## src/rtl/irqc_pkg.sv

```systemverilog
package irqc_pkg;

  typedef enum logic [1:0] {
    SEL_CAUSE = 2'd0,
    SEL_MASK  = 2'd1,
    SEL_FORCE = 2'd2,
    SEL_COAL  = 2'd3
  } reg_sel_e;

  localparam logic [31:0] MASK_RST_VAL = 32'hFFFF_FFFF;
  localparam logic [31:0] COAL_RST_VAL = 32'h0001_0001;

  // Number of set bits in a vector of up to 32 bits.
  function automatic logic [5:0] count_ones(input logic [31:0] v);
    logic [5:0] n;
    n = '0;
    for (int i = 0; i < 32; i++) n = n + {5'd0, v[i]};
    return n;
  endfunction

  // A limit of zero behaves as one.
  function automatic logic [16:0] eff_limit(input logic [15:0] lim);
    return (lim == 16'd0) ? 17'd1 : {1'b0, lim};
  endfunction

endpackage

```

## src/rtl/irqc_regs.sv

```systemverilog
module irqc_regs
  import irqc_pkg::*;
#(
  parameter int NSRC   = 12,
  parameter int DATA_W = 32
) (
  input  logic              clk,
  input  logic              rst_n,
  input  logic              reg_wr,
  input  logic [1:0]        reg_addr,
  input  logic [DATA_W-1:0] reg_wdata,
  input  logic [NSRC-1:0]   cause_q,
  output logic [DATA_W-1:0] reg_rdata,
  output logic [NSRC-1:0]   w1c_vec,
  output logic [NSRC-1:0]   force_vec,
  output logic [NSRC-1:0]   mask_src,
  output logic [NSRC-1:0]   unmask_vec,
  output logic [DATA_W/2-1:0] max_cnt,
  output logic [DATA_W/2-1:0] max_dly
);
  localparam int HALF_W = DATA_W / 2;
  localparam int IDX_W  = $clog2(DATA_W);

  logic [DATA_W-1:0] mask_q, coal_q;
  logic wr_cause, wr_mask, wr_force, wr_coal;

  assign wr_cause = reg_wr && (reg_addr == SEL_CAUSE);
  assign wr_mask  = reg_wr && (reg_addr == SEL_MASK);
  assign wr_force = reg_wr && (reg_addr == SEL_FORCE);
  assign wr_coal  = reg_wr && (reg_addr == SEL_COAL);

  always_ff @(posedge clk or negedge rst_n) begin
    if (!rst_n) begin
      mask_q <= MASK_RST_VAL;
      coal_q <= COAL_RST_VAL;
    end else begin
      if (wr_mask) mask_q <= reg_wdata;
      if (wr_coal) coal_q <= reg_wdata;
    end
  end

  assign mask_src = mask_q[NSRC-1:0];
  assign max_dly  = coal_q[HALF_W-1:0];
  assign max_cnt  = coal_q[DATA_W-1:HALF_W];
  assign w1c_vec  = wr_cause ? reg_wdata[NSRC-1:0] : '0;
  assign unmask_vec = wr_mask ? (mask_q[NSRC-1:0] & ~reg_wdata[NSRC-1:0]) : '0;

  // Force decodes a bit position; positions past the last source do nothing.
  logic upper_zero;
  assign upper_zero = (reg_wdata[DATA_W-1:IDX_W] == '0);

  for (genvar g = 0; g < NSRC; g++) begin : g_force
    assign force_vec[g] = wr_force && upper_zero && (reg_wdata[IDX_W-1:0] == IDX_W'(g));
  end

  always_comb begin
    unique case (reg_addr)
      SEL_CAUSE: reg_rdata = {{(DATA_W-NSRC){1'b0}}, cause_q};
      SEL_MASK:  reg_rdata = mask_q;
      SEL_FORCE: reg_rdata = '0;
      default:   reg_rdata = coal_q;
    endcase
  end

  AST_FORCE_ONEHOT: assert property (@(posedge clk) disable iff (!rst_n)
    $onehot0(force_vec));

endmodule

```

## src/rtl/irqc_cause_bank.sv

```systemverilog
module irqc_cause_bank #(
  parameter int NSRC = 12
) (
  input  logic            clk,
  input  logic            rst_n,
  input  logic [NSRC-1:0] evt_pulse,
  input  logic [NSRC-1:0] force_vec,
  input  logic [NSRC-1:0] w1c_vec,
  input  logic [NSRC-1:0] mask_src,
  input  logic [NSRC-1:0] unmask_vec,
  output logic [NSRC-1:0] cause_q,
  output logic [NSRC-1:0] arrivals
);
  logic [NSRC-1:0] set_vec;
  assign set_vec = evt_pulse | force_vec;

  for (genvar g = 0; g < NSRC; g++) begin : g_bit
    always_ff @(posedge clk or negedge rst_n) begin
      if (!rst_n)          cause_q[g] <= 1'b0;
      else if (set_vec[g]) cause_q[g] <= 1'b1;
      else if (w1c_vec[g]) cause_q[g] <= 1'b0;
    end
    // A new unmasked event, or an already set bit being unmasked.
    assign arrivals[g] = (set_vec[g] & ~mask_src[g]) | (cause_q[g] & unmask_vec[g]);
  end

  AST_W1C_CLEARS: assert property (@(posedge clk) disable iff (!rst_n)
    1'b1 |=> ((cause_q & $past(w1c_vec & ~set_vec)) == '0));
  AST_EVENT_WINS: assert property (@(posedge clk) disable iff (!rst_n)
    1'b1 |=> ((cause_q & $past(set_vec)) == $past(set_vec)));

endmodule

```

## src/rtl/irqc_coalescer.sv

```systemverilog
module irqc_coalescer
  import irqc_pkg::*;
#(
  parameter int NSRC  = 12,
  parameter int LIM_W = 16
) (
  input  logic             clk,
  input  logic             rst_n,
  input  logic [NSRC-1:0]  arrivals,
  input  logic             us_tick,
  input  logic [LIM_W-1:0] max_cnt,
  input  logic [LIM_W-1:0] max_dly,
  output logic             irq
);
  logic [LIM_W:0]   cnt_q, cnt_sum, tmr_next;
  logic [LIM_W-1:0] tmr_q;
  logic [5:0]       n_arr;
  logic             pending, hit_count, hit_time, fire;

  assign n_arr     = count_ones(32'(arrivals));
  assign pending   = (cnt_q != '0);
  assign cnt_sum   = cnt_q + (LIM_W+1)'(n_arr);
  assign tmr_next  = {1'b0, tmr_q} + 1'b1;
  assign hit_count = (cnt_sum >= eff_limit(max_cnt));
  assign hit_time  = pending && us_tick && (tmr_next >= eff_limit(max_dly));
  assign fire      = hit_count || hit_time;

  always_ff @(posedge clk or negedge rst_n) begin
    if (!rst_n) begin
      cnt_q <= '0;
      tmr_q <= '0;
      irq   <= 1'b0;
    end else begin
      irq <= fire;
      if (fire) begin
        cnt_q <= '0;
        tmr_q <= '0;
      end else begin
        cnt_q <= cnt_sum;
        if (!pending)     tmr_q <= '0;
        else if (us_tick) tmr_q <= tmr_next[LIM_W-1:0];
      end
    end
  end

  AST_COUNT_BELOW_LIMIT: assert property (@(posedge clk) disable iff (!rst_n)
    cnt_q < eff_limit($past(max_cnt)));
  AST_TIME_NEEDS_PENDING: assert property (@(posedge clk) disable iff (!rst_n)
    (irq && $past(n_arr) == 6'd0) |-> ($past(us_tick) && $past(cnt_q) != '0));
  AST_IRQ_RESTARTS: assert property (@(posedge clk) disable iff (!rst_n)
    irq |-> (cnt_q == '0 && tmr_q == '0));
  AST_IDLE_TIMER: assert property (@(posedge clk) disable iff (!rst_n)
    (cnt_q == '0) |-> (tmr_q == '0));

endmodule

```

## src/rtl/irq_coalesce_ctrl.sv

```systemverilog
module irq_coalesce_ctrl #(
  parameter int NSRC   = 12,
  parameter int DATA_W = 32
) (
  input  logic              clk,
  input  logic              rst_n,
  input  logic              reg_wr,
  input  logic [1:0]        reg_addr,
  input  logic [DATA_W-1:0] reg_wdata,
  output logic [DATA_W-1:0] reg_rdata,
  input  logic [NSRC-1:0]   evt_pulse,
  input  logic              us_tick,
  output logic              irq
);
  localparam int LIM_W = DATA_W / 2;

  logic [NSRC-1:0]  cause_q, w1c_vec, force_vec, mask_src, unmask_vec, arrivals;
  logic [LIM_W-1:0] max_cnt, max_dly;

  irqc_regs #(.NSRC(NSRC), .DATA_W(DATA_W)) u_regs (
    .clk(clk), .rst_n(rst_n), .reg_wr(reg_wr), .reg_addr(reg_addr),
    .reg_wdata(reg_wdata), .cause_q(cause_q), .reg_rdata(reg_rdata),
    .w1c_vec(w1c_vec), .force_vec(force_vec), .mask_src(mask_src),
    .unmask_vec(unmask_vec), .max_cnt(max_cnt), .max_dly(max_dly)
  );

  irqc_cause_bank #(.NSRC(NSRC)) u_cause (
    .clk(clk), .rst_n(rst_n), .evt_pulse(evt_pulse), .force_vec(force_vec),
    .w1c_vec(w1c_vec), .mask_src(mask_src), .unmask_vec(unmask_vec),
    .cause_q(cause_q), .arrivals(arrivals)
  );

  irqc_coalescer #(.NSRC(NSRC), .LIM_W(LIM_W)) u_coal (
    .clk(clk), .rst_n(rst_n), .arrivals(arrivals), .us_tick(us_tick),
    .max_cnt(max_cnt), .max_dly(max_dly), .irq(irq)
  );

endmodule

```

## config.mk

```make
export PLATFORM = sky130hd
export DESIGN_NAME = irq_coalesce_ctrl
export DESIGN_NICKNAME = d
export VERILOG_FILES = /design/src/rtl/irqc_pkg.sv /design/src/rtl/irqc_regs.sv /design/src/rtl/irqc_cause_bank.sv /design/src/rtl/irqc_coalescer.sv /design/src/rtl/irq_coalesce_ctrl.sv
export SDC_FILE = /design/constraint.sdc
export NUM_CORES = 1
export LEC_CHECK = 0
export ABC_AREA = 1
export BUFFER_PORTS_ARGS = -buffer_cell sky130_fd_sc_hd__clkbuf_2
export CORE_ASPECT_RATIO = 2
export CORE_MARGIN = 2
export CORE_UTILIZATION = 50
export DETAILED_ROUTE_END_ITERATION = 10
export HOLD_SLACK_MARGIN = 0.02
export PLACE_DENSITY = 0.73
export SLEW_MARGIN = 25
export SYNTH_ARGS = -nofsm -noshare
export SYNTH_HDL_FRONTEND = slang
export SYNTH_SLANG_ARGS = --single-unit
```

## constraint.sdc

```tcl
create_clock -name clk -period 6 [get_ports clk]
set_input_delay 0.6 -clock clk [delete_from_list [all_inputs] [get_ports clk]]
set_output_delay 0.6 -clock clk [all_outputs]
set_load 0.05 [all_outputs]
```

==> flow_metrics.tcl <==
set metrics [dict create \
    power.density_nw_per_um2 299.7 \
    dpl_cell_area_um2 8567 \
    drcViolationCount 0 \
    crit_family "adder cells" \
    final_cell_area_um2 9544 \
    crit_cells 39 \
    routed_wl_um 21570 \
    yosys_register_bits 110 \
    total_power_mw 2.861 \
    crit_path_end_kind "flop" \
    r2r_start "u_regs.mask_q[6]" \
    fp.dieArea_um2 15460 \
    clock-sinks 110 \
    cp-startpoint "reg_wdata[5]" \
    slew_headroom 0.4368 \
    rsz0062_at_grt "yes" \
    dr.pass1.iters 5 \
    p_int_mw 1.703 \
    mostFrequentLayoutCells "nand2_1 (216), inv_1 (185), buf_4 (114)" \
    worstSkewPairLatency_ns 0.36 \
    dp.final_hpwl_um 14950 \
    slew_violations 0 \
    period_needed_ns 7.071 \
    grt-ovfl-total 0 \
    grtUsageTotal 0.2814 \
    worst_pin_slew_ns 0.8440 \
    die_w_um 88.92 \
    maxCapViolations 0 \
    antenna_found_initial 0 \
    worstRegToRegCells 31 \
    failed_checks "negative setup slack" \
    core_um2 14200 \
    cts_tree "done" \
    crit_buf_inv 7 \
    grt_pass1_wl_um 33940 \
    diodes 0 \
    worstPathArrival_ns 7.37 \
    wl_per_cell_um 15.81 \
    area_growth_pct 32.36 \
    p_leak_nw 5.008 \
    routabilityCongestion 0.9274 \
    die_h_um 173.8 \
    antenna_left 0 \
    vias 7179 \
    hp-class "in2async" \
    ir_drop_v 0.0002275 \
    seq_area_frac_synth 0.3876 \
    grt_pass1_vias 7151 \
    avgSynthCellArea_um2 7.388 \
    layout.nets 1266 \
    critPathKind "in2reg" \
    start_util 0.5079 \
    grt_max_degree 65 \
    path_common_cell "nand2_1" \
    drt-initial-drc-count 408 \
    cp.required_ns 6.30 \
    htree_levels 3 \
    slowest_delay_ns 0.49 \
    vias_per_cell 5.263 \
    endpoint "u_coal.cnt_q[12]" \
    finalHoldViolations 0 \
    cts.clk_slew.worst_paths_ns 0.08 \
    fmax_ghz 0.1414 \
    rows 62 \
    postSynthCellCount 976 \
    yosys_warnings 0 \
    numCtsBuffers 9 \
    cts_max_path_buffers 2 \
    start_kind "input port" \
    cpMaxStageDelayCell "fa_1" \
    rrSetupSlack_ns -0.66 \
    path_max_fanout 8 \
    layout_commonest_cell "nand2_1" \
    pwr-share-seq 0.323 \
    switching_share 0.4047 \
    power_frac_clock 0.219 \
    syn_nets 1075 \
    finalSetupViolations 33 \
    synth.distinct_cells 39 \
    fin_skew_ns 0.01176 \
    status "finished, violations left" \
    fin_ws_ns -1.071 \
    drive_gt1_frac 0.2910 \
    io_buffers 82 \
    synth_edf_count 0 \
    min_period_over_period 1.178 \
    fin_util 0.6723 \
    pwr-share-comb 0.458 \
    async_flop_share 1.000 \
    switchingPower_mw 1.158 \
    netlist_area_um2 7211 \
    root_buffer "clkbuf_16" \
    synth_top_flop_cell "dfrtp_1" \
    r2r-end "u_coal.cnt_q[12]" \
    io_pins 83 \
]
==> layer usage <==
layer	part of all wire	track usage
met1	0.41	0.3545
met2	0.52	0.4876
met3	0.042	0.03000
met4	0.027	0.09722
met5	0	0
==> metrics by stage <==
step                hold WS [ns]  setup TNS [ns]  setup slack, ns  cells
finish                    0.2936          -33.17           -1.071   1364
global route              0.3379          -45.13           -1.429   1364
CTS                       0.3194          -30.29          -0.9661   1358
detailed placement        0.4725          -49.85           -1.540   1317
global placement          0.4651          -42.58           -1.303   1317
floorplan                 0.3044          -26.90          -0.8907    976
==> cells in the mapped netlist, drive strengths merged (3+ instances only) <==
library cell,instances,area share
buf,4,0.0040
a21oi,29,0.022
nand4,24,0.021
xor2,17,0.021
o21ai,93,0.065
dfstp,34,0.12
nand3,47,0.033
nor2,81,0.048
o21bai,16,0.017
nor3,17,0.012
dfrtp,76,0.26
ha,41,0.071
fa,8,0.022
nand2,230,0.12
nand3b,3,0.0031
o221ai,12,0.015
clkbuf,22,0.011
inv,195,0.10
nor4,13,0.011
xnor2,3,0.0036
==> logic make-up after synthesis <==
group	count (synthesis)	synth area share
AND/OR/NAND/NOR	418	0.2520
buffers and inverters	222	0.1175
AO/OA/AOI/OAI	156	0.1248
flip-flops	110	0.3876
adder cells (fa/ha/maj)	49	0.09335
XOR/XNOR	20	0.02429
other	1	0.0005201
==> sequential cells by signal (all words and copies together) (netlist names) <==
signal           flops
u_regs.coal_q       32
u_regs.mask_q       32
u_coal.tmr_q        16
u_coal.cnt_q        17
u_cause.cause_q     12
u_coal.irq           1
==> worst min path at each step <==
stage | cells after the start | end
floorplan | 0 | u_cause.cause_q[0]
global placement | 2 | u_regs.coal_q[29]
detailed placement | 2 | u_regs.coal_q[31]
CTS | 1 | u_coal.cnt_q[8]
global route | 1 | u_coal.irq
finish | 1 | u_coal.cnt_q[10]
==> worst reg2reg max path, delay by kind of cell (launching register included) <==
family | cells | cell delay [ns]
buffers and inverters | 7 | 0.65
XOR/XNOR | 2 | 0.47
flip-flops | 1 | 0.52
AO/OA/AOI/OAI | 4 | 0.61
AND/OR/NAND/NOR | 11 | 1.50
adder cells (fa/ha/maj) | 7 | 2.86
==> power by group through the flow <==
stage / Clock, mW / Sequential [mW] / Combinational [mW]
4_1_cts: 0.631 / 0.920 / 1.18
6_report: 0.626 / 0.923 / 1.31
5_1_grt: 0.661 / 0.934 / 1.44
2_1_floorplan: 0 / 0.917 / 0.734
3_3_place_gp: 0 / 0.927 / 1.04
3_5_place_dp: 0 / 0.931 / 1.08
==> layout make-up <==
| type | count | area (µm²) |
|---|---|---|
| Fill cell | 1157 | 4652 |
| Multi-Input combinational cell | 644 | 3926 |
| Sequential cell | 110 | 2795 |
| Timing Repair Buffer | 206 | 1515 |
| Inverter | 196 | 758.2 |
| Tap cell | 192 | 240.2 |
| Clock buffer | 9 | 225.2 |
| Clock inverter | 7 | 83.83 |
==> repair_timing <==
action	CTS	global route
resized for setup	32	50
pin swaps	19	11
hold buffers	0	0
endpoints found under the setup margin	33	33
gates cloned	2	0
setup buffers	23	6
Note: power is estimated with default switching activity, not from simulation.
